[config.mk]
export PLATFORM = sky130hd
export DESIGN_NAME = burst_addr_seq
export DESIGN_NICKNAME = d
export VERILOG_FILES = /design/src/rtl/bseq_pkg.sv /design/src/rtl/bseq_strobe_gate.sv /design/src/rtl/bseq_addr_reg.sv /design/src/rtl/bseq_beat_cnt.sv /design/src/rtl/burst_addr_seq.sv
export SDC_FILE = /design/constraint.sdc
export NUM_CORES = 1
export LEC_CHECK = 0
export ABC_AREA = 1
export BUFFER_PORTS_ARGS = -buffer_cell sky130_fd_sc_hd__buf_4
export CORE_ASPECT_RATIO = 0.8
export CORE_MARGIN = 4
export CORE_UTILIZATION = 47
export DETAILED_ROUTE_END_ITERATION = 6
export GPL_TIMING_DRIVEN = 1
export HOLD_SLACK_MARGIN = 0.1
export PLACE_DENSITY = 0.78
export SYNTH_ARGS = -nofsm -noshare
export SYNTH_HDL_FRONTEND = slang
export SYNTH_SLANG_ARGS = --single-unit
export TNS_END_PERCENT = 10
[constraint.sdc]
create_clock -name clk -period 0.9 [get_ports clk]
set_input_delay 0.045 -clock clk [delete_from_list [all_inputs] [get_ports clk]]
set_output_delay 0.045 -clock clk [all_outputs]
set_load 0.05 [all_outputs]
[src/rtl/bseq_pkg.sv]
package bseq_pkg;
    localparam int BEAT_W = 2;

    typedef enum logic {
        ORDER_LINEAR = 1'b0,
        ORDER_XOR    = 1'b1
    } order_e;

    typedef logic [BEAT_W-1:0] beat_t;

    // Low address bits for a given beat of the burst
    function automatic beat_t beat_order(order_e mode, beat_t first, beat_t beat);
        beat_t r;
        if (mode == ORDER_XOR) r = first ^ beat;
        else                   r = first + beat;
        return r;
    endfunction
endpackage

[src/rtl/bseq_strobe_gate.sv]
module bseq_strobe_gate (
    input  logic proc_strobe,
    input  logic ctrl_strobe,
    input  logic chip_sel,
    output logic load
);
    logic proc_ok;

    // processor-side strobe only counts while the chip is selected
    always_comb begin
        proc_ok = proc_strobe & chip_sel;
        load    = proc_ok | ctrl_strobe;
    end
endmodule

[src/rtl/bseq_addr_reg.sv]
module bseq_addr_reg #(
    parameter int ADDR_W = 20
) (
    input  logic              clk,
    input  logic              rst,
    input  logic              load,
    input  logic [ADDR_W-1:0] start_addr,
    output logic [ADDR_W-1:0] base,
    output logic              valid
);
    always_ff @(posedge clk) begin
        if (rst) begin
            base  <= '0;
            valid <= 1'b0;
        end else if (load) begin
            base  <= start_addr;
            valid <= 1'b1;
        end
    end
endmodule

[src/rtl/bseq_beat_cnt.sv]
module bseq_beat_cnt
    import bseq_pkg::*;
(
    input  logic  clk,
    input  logic  rst,
    input  logic  load,
    input  logic  valid,
    input  logic  advance,
    output beat_t beat
);
    // wraps modulo four; never carries beyond its own width
    always_ff @(posedge clk) begin
        if (rst || load)           beat <= '0;
        else if (valid && advance) beat <= beat + beat_t'(1);
    end
endmodule

[src/rtl/burst_addr_seq.sv]
module burst_addr_seq
    import bseq_pkg::*;
#(
    parameter int ADDR_W = 20
) (
    input  logic              clk,
    input  logic              rst,
    input  logic              proc_strobe,
    input  logic              ctrl_strobe,
    input  logic              chip_sel,
    input  logic              advance,
    input  logic              order_sel,
    input  logic [ADDR_W-1:0] start_addr,
    output logic [ADDR_W-1:0] cur_addr,
    output logic              addr_valid
);
    localparam int HI_W = ADDR_W - BEAT_W;

    logic              load;
    logic [ADDR_W-1:0] base;
    logic              valid;
    beat_t             beat;
    order_e            mode;

    bseq_strobe_gate u_gate (
        .proc_strobe (proc_strobe),
        .ctrl_strobe (ctrl_strobe),
        .chip_sel    (chip_sel),
        .load        (load)
    );

    bseq_addr_reg #(.ADDR_W(ADDR_W)) u_areg (
        .clk        (clk),
        .rst        (rst),
        .load       (load),
        .start_addr (start_addr),
        .base       (base),
        .valid      (valid)
    );

    bseq_beat_cnt u_cnt (
        .clk     (clk),
        .rst     (rst),
        .load    (load),
        .valid   (valid),
        .advance (advance),
        .beat    (beat)
    );

    always_comb begin
        mode       = order_e'(order_sel);
        cur_addr   = {base[ADDR_W-1 -: HI_W],
                      beat_order(mode, base[BEAT_W-1:0], beat)};
        addr_valid = valid;
    end
endmodule

### Word level (Yosys, flattened, before mapping)

Index checks and enable logic that the tools add are counted.

* register bits: 23
* output and inout bits: 21

* $add $sub $neg: 2
* mux-type cells: 1
* bitwise gates (word level): 3
* reduce and logical (&&, ||, !) cells: 2

Operators by type and width (number)
* 2-bit by 1-bit adder with 2-bit output, second input constant: 1
* 2-bit adder: 1
* 2-bit two-way mux: 1
* 2-bit bitwise XOR: 1
* 1-bit AND: 1
* 1-bit logical AND: 1
* 1-bit logical OR: 1
* 1-bit OR: 1

### Depth between registers and ports, before layout

Gate-level depths: netlist of run 1.

* depth after elaboration: 3
* depth in mapped cells: 6
* gate-level depth less buffers: 6

### Modules after synthesis

Synthesis of run 1 repeated with hierarchy kept, for this count alone.

* cells, all modules: 163
* area, all modules: 1096.1 um^2

Modules (own cells, without submodules)
* bseq_addr_reg: instances 1, cells an instance 131, area an instance 924.6 um^2
* bseq_beat_cnt: instances 1, cells an instance 14, area an instance 92.6 um^2
* burst_addr_seq: instances 1, cells an instance 15, area an instance 67.6 um^2
* bseq_strobe_gate: instances 1, cells an instance 3, area an instance 11.3 um^2

### Worst setup path before layout of run 1

No wires, ideal clock.

* path type: register to register
* start: register u_areg.valid
* end: register u_cnt.beat[1]
* setup time: 0.064 ns
* data arrival time: 1.002 ns
* required time: 0.836 ns
* setup slack: -0.166 ns
* stages on the path, launching flop included: 5
* path through: dfxtp_1 > nand3_1 > nand2_1 > nand2_1 > nor2_1

* cells in the longest elaborated chain, start to end: 1

Ends and longest elaborated chain
* start: declaration: line bseq_addr_reg.sv:9 `output logic valid`
* start signal: assignment: line bseq_addr_reg.sv:14 `valid <= 1'b0;`
* start signal: assignment: line bseq_addr_reg.sv:17 `valid <= 1'b1;`
* 1-bit logical AND: line bseq_beat_cnt.sv:14 `else if (valid && advance) beat <= beat + beat_t'(1);`
* end signal: assignment: line bseq_beat_cnt.sv:14
* end: declaration: line bseq_beat_cnt.sv:9 `output beat_t beat`

No other way between the ends.
A chain may end at the register's enable or synchronous reset.

### Final worst setup path of run 1

* start: register u_cnt.beat[0]
* end: output cur_addr[1]

* cells in the longest elaborated chain, start to end: 2

Ends and longest elaborated chain
* 2-bit adder: line bseq_pkg.sv:15 `else r = first + beat;`
* 2-bit two-way mux: line bseq_pkg.sv:14 `if (mode == ORDER_XOR) r = first ^ beat;`
* end: declaration: line burst_addr_seq.sv:14 `output logic [ADDR_W-1:0] cur_addr,`

No other way between the ends.

==> impl_metrics.csv, run 1 <==
group,metric,value,unit
clocking,path_clk_slew,140,ps
placed_design,place_area,1480,um2
power,sw_frac_of_total,0.338,
placed_design,dp_hpwl,2030,um
global_routing,grt_pass1_vias,1159,
routing,detail_route.iter0.violations,64,
cells_and_area,drive_gt1_frac,0.398,
power,power.internal,0.00172,W
synth,ys_seq_elements,23,
global_routing,grt_pass1_wl,5110,um
clocking,worstSkewPairLatency,320,ps
setup_path,end_kind,"output pin",
global_routing,overflow,0,
power,pwr-share-comb,0.359,
synth,syn_nets,189,
die,start_util,0.492,
cells_and_area,ff_latch_area,489,um2
synth,yosysSeqAreaShare,0.383,
setup_path,worstPathMaxFanout,2,
routing,wl_per_cell,12.7,um
cells_and_area,nets,245,
timing,fin_tns_setup,-636,ps
die,die_y,53.2,um
setup_path,cp.required,850,ps
timing,tightestPinTransition,176,ps
routing,wl,3210,um
cells_and_area,nFillCells,161,
worst_hold_path,worstHoldPathType,"in -> reg",
clocking,h-tree-depth,1,
clocking,cts_buffers,3,
timing,post-route-period-util,1.43,
synth,syn_inst,161,
cells_and_area,multi_input_area,515,um2
cells_and_area,antenna_cells,0,
synth,yosys_warnings,0,
synth,syn_area_per_cell,7.46,um2
status,status,"finished with violations",
placed_design,pre_cts_slack,-114,ps
setup_path,crit_arrival,1240,ps
timing,timing.final.crit_period,1290,ps
timing,relSlewSlack,0.883,
clocking,cts_buffer_depth,2,
routing,via_per_inst,4.75,
synth,yosysUniqueCellTypes,16,
clocking,cts_tree,"yes",
power,power,0.00260,W
global_routing,grt_usage,0.195,
timing,rsz0062_at_grt,"true",
routing,post-route-drc-count,0,
clocking,cts_sinks,23,
die,num_io_pins,48,
synth,netlist_area,1200,um2
clocking,cts_root_buf,"clkbuf_4",
power,seqPwrFrac,0.449,
routing,num_vias,1196,
power,vdd_drop_max,1.03,mV
die,die_w,64.5,um
timing,slew_violations,0,
placed_design,io_buffers,47,
timing,finalHoldViolCount,0,
cells_and_area,areaGrowthSynthToFinish,60.4,%
timing,clock.fmax,778,MHz
power,power.density,1350,nW/um2
power,clkPwrFrac,0.192,
status,violations,"setup timing",
flow_run,drv_cap,0,
global_routing,grt_max_degree,23,
die,core,2440,um2
cells_and_area,final_common_cell,"buf_4",
global_routing,antenna_found_initial,0,
die,design.die.area,3430,um2
die,row_count,16,
cells_and_area,fin_area,1930,um2
setup_path,cp-start-kind,"register",
timing,setup_viol,3,
power,power.leakage,0.920,nW
timing,layout_setup_ws,-385,ps
cells_and_area,final_cell_mix,"buf_4 (33), nand2_1 (31), nor2_1 (22), dlygate4sd3_1 (22)",
placed_design,place.gp.congestion,0.786,
routing,drt_pass1_iterations,4,
power,p_sw,0.000880,W
setup_path,crit_type,"reg -> out",
routing,postRouteAntennaNets,0,
timing,skew,10.3,ps
==> flip-flops by register name, indices dropped and copies added (netlist names) <==
signal	cells
u_areg.valid	1
u_cnt.beat	2
u_areg.base	20
==> cell usage after synthesis <==
master	count	area share
nand4_1	1	0.0052
inv_2	1	0.0031
o21ai_0	1	0.0042
a21oi_1	20	0.083
inv_1	8	0.025
ha_1	1	0.010
nand2_2	1	0.0052
nand3_2	1	0.0083
dfxtp_1	23	0.38
buf_2	6	0.025
buf_6	3	0.028
nor2_1	22	0.069
nand2_1	32	0.10
nand3_1	3	0.012
nand3b_1	19	0.12
buf_4	19	0.12
==> metrics by stage <==
stage,hold slack (ps),utilization,cells
after CTS,108,0.755,252
final,117,0.789,252
after global routing,118,0.789,252
after detailed placement,270,0.606,224
after global placement,262,0.606,224
after floorplan,177,-,161
==> cell families (layout without fill, tap and decap cells) <==
logic type | after synthesis | count (layout) | share of synthesized area
buf+inv | 37 | 92 | 0.200
simple gates | 79 | 79 | 0.319
fa+ha+maj | 1 | 1 | 0.0104
flops | 23 | 23 | 0.383
compound gates | 21 | 21 | 0.0875
==> layout make-up <==
type / instances / share of cell area
multi-input cells: 101 / 0.268
flip-flops and latches: 23 / 0.254
inverters: 9 / 0.0175
clock buffers: 3 / 0.0117
repair buffers: 79 / 0.422
well taps: 36 / 0.0234
clock inverters: 1 / 0.00390
==> worst max-delay path, stage by stage, from the launching register on <==
cell	delay (ps)
dfxtp_2	360
ha_4	150
nand2_2	60
inv_1	40
nand2_1	50
nand2_1	50
inv_1	60
buf_6	150
==> per-layer routing <==
| layer | vias to the layer above | global-route usage | part of all wire |
|---|---|---|---|
| met3 | 6 | 0.0382 | 0.039 |
| met2 | 38 | 0.409 | 0.59 |
| met4 | 0 | 0.0596 | 0.016 |
| li1 | 606 | - | - |
| met5 | - | 0 | 0 |
| met1 | 546 | 0.193 | 0.35 |
==> worst paths after layout <==
check / from / to / slack, ps / cells past startpoint
setup reg to reg: u_cnt.beat[0] / u_cnt.beat[1] / 70 / 5
hold / removal: rst / u_areg.base[18] / 120 / 5
hold reg to reg: u_areg.valid / u_areg.valid / 540 / 2
setup / recovery: u_cnt.beat[0] / cur_addr[1] / -390 / 7
==> power by group through the flow <==
stage	clock network [W]	registers (W)	logic, W
after floorplan	0	0.00115	0.000574
after global placement	0	0.00115	0.000735
after global routing	0.000557	0.00118	0.000995
after detailed placement	0	0.00115	0.000753
after CTS	0.000509	0.00115	0.000882
final	0.000500	0.00117	0.000935
==> timing repair <==
item	in CTS	in global routing
endpoints found under the hold margin	23	0
setup endpoints to repair	18	22
setup buffers	1	0
pin swaps	1	2
gates resized for setup	37	25
hold buffers	23	0
No activity file was read; power rests on OpenSTA's default activity.
==> run 2: changes to the inputs <==
Settings changed: CORE_UTILIZATION 47 to 30, PLACE_DENSITY 0.78 to default, SETUP_SLACK_MARGIN from default to 0.3.
==> run 2 against run 1 <==
  * The flow finishes with violations (hold timing, setup timing)
  * Flip-flop and latch count stayed put
  * Count of clock-buffer cells in the layout stayed put
  * Sequential share of layout area is 1.4 points higher
  * Register-to-register slack worse by 80 ps
  * Clock skew is 10 ps lower
  * Critical endpoint unchanged
  * Largest cell class unchanged
  * Largest power group unchanged
  * Highest routed layer unchanged
==> impl_metrics.csv, run 2 (synthesis results as in run 1) <==
group,metric,value,unit
status,status,"finished with violations",
status,violations,"hold timing, setup timing",
global_routing,antenna_found_initial,0,
die,die_y,64.6,um
timing,finalHoldViolCount,8,
power,power.leakage,0.858,nW
placed_design,place.gp.congestion,0.692,
timing,post-route-period-util,1.38,
flow_run,drv_cap,0,
setup_path,crit_arrival,1190,ps
timing,setup_viol,3,
timing,rsz0062_at_grt,"true",
cells_and_area,top_register,"u_areg.base",
global_routing,grt_usage,0.120,
setup_path,cp-start-kind,"register",
worst_hold_path,worstHoldPathType,"in -> reg",
die,design.die.area,5090,um2
clocking,h-tree-depth,1,
timing,tightestPinTransition,148,ps
placed_design,io_buffers,47,
setup_path,worstPathMaxFanout,2,
global_routing,grt_max_degree,23,
cells_and_area,final_common_cell,"buf_4",
timing,fin_hold_ws,-4.91,ps
power,power.density,1470,nW/um2
die,die_w,78.7,um
routing,via_per_inst,4.32,
clocking,cts_sinks,23,
timing,relSlewSlack,0.901,
timing,layout_setup_ws,-338,ps
routing,wl_per_cell,11.8,um
die,start_util,0.314,
setup_path,crit_type,"reg -> out",
cells_and_area,final_cell_mix,"buf_4 (32), nand2_1 (26), nor2_1 (22), dfxtp_2 (22), buf_8 (21)",
routing,drt_pass1_iterations,4,
global_routing,grt_pass1_wl,4840,um
routing,num_vias,1080,
die,core,3830,um2
cells_and_area,largest_reg_flops,20,
clocking,cts_tree,"yes",
timing,clock.fmax,808,MHz
global_routing,grt_pass1_vias,1063,
setup_path,cp.required,850,ps
clocking,cts_buffers,3,
routing,post-route-drc-count,0,
cells_and_area,fin_util,0.480,
routing,postRouteAntennaNets,0,
cells_and_area,drive_gt1_frac,0.518,
clocking,worstSkewPairLatency,260,ps
timing,timing.final.crit_period,1240,ps
power,vdd_drop_max,0.959,mV
clocking,cts_root_buf,"clkbuf_8",
cells_and_area,antenna_cells,0,
cells_and_area,top_regs,"u_areg.base: 20 flops, u_cnt.beat: 2 flops, u_areg.valid: 1 flops",
cells_and_area,nets,224,
clocking,path_clk_slew,80,ps
routing,detail_route.iter0.violations,36,
global_routing,overflow,0,
placed_design,dp_hpwl,1880,um
routing,wl,2950,um
setup_path,end_kind,"output pin",
timing,slew_violations,0,
die,row_count,20,
die,num_io_pins,48,
cells_and_area,areaGrowthSynthToFinish,53.0,%
clocking,cts_buffer_depth,2,
timing,skew,0.356,ps
[run 2: layout make-up]
class	count	area, um2
flip-flops and latches	23	492
well taps	55	68.8
clock buffers	3	41.3
multi-input cells	101	556
fillers	372	1990
clock inverters	1	5.00
inverters	9	37.5
repair buffers	58	638
[run 2: metal layers]
metal | track usage | vias to the layer above | share of wire
met1 | 0.144 | 491 | 0.43
met5 | 0 | - | 0
li1 | - | 565 | -
met2 | 0.198 | 22 | 0.50
met3 | 0.0431 | 2 | 0.060
met4 | 0.0393 | 0 | 0.010
[run 2: power breakdown]
| part | internal, W | switching (W) |
|---|---|---|
| registers | 0.00111 | 0.0000669 |
| clock network | 0.000309 | 0.000336 |
| logic | 0.000413 | 0.000476 |
| total | 0.00183 | 0.000879 |
[run 2: final timing paths]
path / from / to / slack (ps) / cells after the start
setup reg to reg: u_cnt.beat[0] / u_cnt.beat[1] / -10 / 6
setup / recovery: u_cnt.beat[0] / cur_addr[1] / -340 / 7
hold / removal: start_addr[4] / u_areg.base[4] / -5 / 3
hold reg to reg: u_areg.valid / u_areg.valid / 540 / 2
[run 2: timing repair]
action                                 CTS  global route
setup buffers                            1             1
resized for setup                       72             8
pin swaps                               26            35
endpoints found under the hold margin   21            20
setup endpoints to repair               44            44
[run 2: critical path, cell delays in order, from the launching register on]
cell and delay [ps]:
dfxtp_2 360, ha_4 140, nand2_4 50, inv_2 40, nand2_2 40, nand2_2 80
clkinvlp_4 80, buf_8 150
[run 2: metrics by stage]
stage,cell area (um2),TNS [ps],cells,setup slack (ps),total power [W]
floorplan,1210,-64.7,161,-64.7,0.00173
global placement,1530,-90.8,244,-90.8,0.00191
detailed placement,1530,-106,244,-106,0.00191
CTS,1810,-534,249,-371,0.00275
global route,1840,-720,250,-423,0.00287
finish,1840,-487,250,-338,0.00271
==> run 3: changes to the inputs <==
Settings changed: CTS_CLUSTER_SIZE from default to 28, GPL_TIMING_DRIVEN 1 to 0.
==> run 3 against run 2 <==
  * The run still ends with hold timing, setup timing left
  * Total power grew 3.0%
  * Non-clock buffer count rose by 18
  * Critical path depth shrank 1
  * Worst setup slack got worse by 14 ps
  * Hold slack worse by 19 ps
  * Register-to-register slack improved by 130 ps
  * Global-route usage fell by 0.092 points
  * Clock power grew 2%
  * Flip-flop and latch count unchanged
  * Count of clock-buffer cells in the layout stayed put
  * Sequential share of layout area down 1.6 points
  * Cell area increased by 5.2%
  * Critical path type unchanged
  * Critical endpoint unchanged
  * Largest power group unchanged
  * Highest routed layer unchanged
==> impl_metrics.csv, run 3 (synthesis results as in run 1) <==
group,metric,value,unit
status,status,"finished with violations",
status,violations,"hold timing, setup timing",
clocking,cts_tree,"yes",
cells_and_area,multi_input_area,547,um2
timing,relSlewSlack,0.860,
placed_design,io_buffers,47,
setup_path,cp_cell_sequence,"ha_4, nand2_4, nand3_2, nand2_2, clkinvlp_4, buf_8",
timing,clock.fmax,799,MHz
die,row_count,20,
timing,timing.final.crit_period,1250,ps
setup_path,cp-start-kind,"register",
clocking,cts_buffers,3,
clocking,h-tree-depth,1,
global_routing,grt_max_degree,14,
cells_and_area,ff_latch_area,487,um2
setup_path,max_stage_delay,360,ps
worst_hold_path,worstHoldPathType,"in -> reg",
routing,via_per_inst,4.28,
cells_and_area,nets,242,
setup_path,slowest_stage,"dfxtp_4",
cells_and_area,largest_reg_flops,20,
cells_and_area,final_common_cell,"buf_4",
timing,skew,0.483,ps
clocking,cts_root_buf,"clkbuf_8",
routing,num_vias,1148,
die,core,3830,um2
setup_path,worstPathMaxFanout,2,
clocking,cts_buffer_depth,2,
setup_path,crit_type,"reg -> out",
routing,postRouteAntennaNets,0,
power,vdd_drop_max,1.05,mV
timing,setup_viol,4,
routing,wl,2950,um
power,power.density,1440,nW/um2
timing,post-route-period-util,1.39,
placed_design,pre_cts_slack,-121,ps
routing,wl_per_cell,11.0,um
cells_and_area,antenna_cells,0,
cells_and_area,top_register,"u_areg.base",
routing,detail_route.iter0.violations,43,
flow_run,drv_cap,0,
setup_path,crit_family,"flip-flops",
timing,rsz0062_at_grt,"true",
placed_design,place.gp.congestion,0.702,
cells_and_area,fin_util,0.505,
clocking,worstSkewPairLatency,270,ps
timing,layout_setup_ws,-352,ps
clocking,cts_sinks,23,
setup_path,crit_arrival,1210,ps
cells_and_area,nFillCells,394,
power,power.leakage,0.934,nW
die,die_y,64.6,um
timing,slew_violations,0,
clocking,path_clk_slew,80,ps
placed_design,dp_hpwl,2100,um
timing,fin_tns_setup,-530,ps
global_routing,antenna_found_initial,0,
die,num_io_pins,48,
timing,tightestPinTransition,209,ps
die,start_util,0.314,
die,design.die.area,5090,um2
setup_path,end_kind,"output pin",
timing,finalHoldViolCount,16,
cells_and_area,top_regs,"u_areg.base: 20 flops, u_cnt.beat: 2 flops, u_areg.valid: 1 flops",
die,die_w,78.7,um
cells_and_area,areaGrowthSynthToFinish,60.9,%
routing,post-route-drc-count,0,
global_routing,grt_pass1_vias,1121,
global_routing,grt_usage,0.119,
cells_and_area,final_cell_mix,"buf_4 (37), nand2_1 (28), nor2_1 (22)",
cells_and_area,drive_gt1_frac,0.526,
routing,drt_pass1_iterations,4,
setup_path,worst-path-buf-inv,2,
timing,fin_hold_ws,-24.2,ps
global_routing,overflow,0,
setup_path,cp.required,850,ps
global_routing,grt_pass1_wl,4730,um
run 3: cell count changes in the layout (fill, tap and decap cells not counted), sizes merged:
cell and delta:
buf +18
run 3: path summary, 6_finish.rpt:
check                 startpoint               to  slack [ps]  cells past startpoint
hold / removal    start_addr[18]  u_areg.base[18]         -20                      3
setup reg to reg   u_cnt.beat[0]    u_cnt.beat[1]         120                      5
hold reg to reg     u_areg.valid     u_areg.valid         520                      2
setup / recovery  u_areg.base[0]      cur_addr[1]        -350                      6
run 3: tightest hold or removal path: cells and delay by family:
| kind | cells | cell delay, ps |
|---|---|---|
| buf+inv | 1 | 70 |
| simple gates | 1 | 60 |
| compound gates | 1 | 30 |
run 3: layout make-up:
class                      instances  share of cell area
sequential                        23               0.252
buffer                            28               0.124
multi-input combinational        101               0.283
tap                               55              0.0356
clock inverter                     1             0.00259
inverter                           9              0.0194
clock buffer                       3              0.0214
timing repair buffer              48               0.262
run 3: stage by stage:
stage	instance area [um2]	total power [W]	hold slack, ps	cells
finish	1930	0.00279	-24.2	268
detailed placement	1630	0.00199	272	263
floorplan	1210	0.00173	177	161
global route	1930	0.00292	-26.9	268
CTS	1850	0.00277	-28.9	268
global placement	1630	0.00198	265	263
run 3: report_power, final:
part / internal (W) / switching [W]
Sequential: 0.00110 / 0.0000497
Clock: 0.000310 / 0.000348
Combinational: 0.000476 / 0.000507
Total: 0.00189 / 0.000904
run 3: metal layers:
layer  global-route usage  routed length, um
met3               0.0278                108
met1                0.146               1470
met2                0.200               1330
met5                    0                  0
met4               0.0459                 46
run 3: timing repair:
| action | 4_1_cts | 5_1_grt |
|---|---|---|
| pin swaps | 10 | 18 |
| buffers inserted | 1 | 0 |
| endpoints found under the hold margin | 23 | 23 |
| endpoints found under the setup margin | 44 | 44 |
| resized for setup | 46 | 31 |
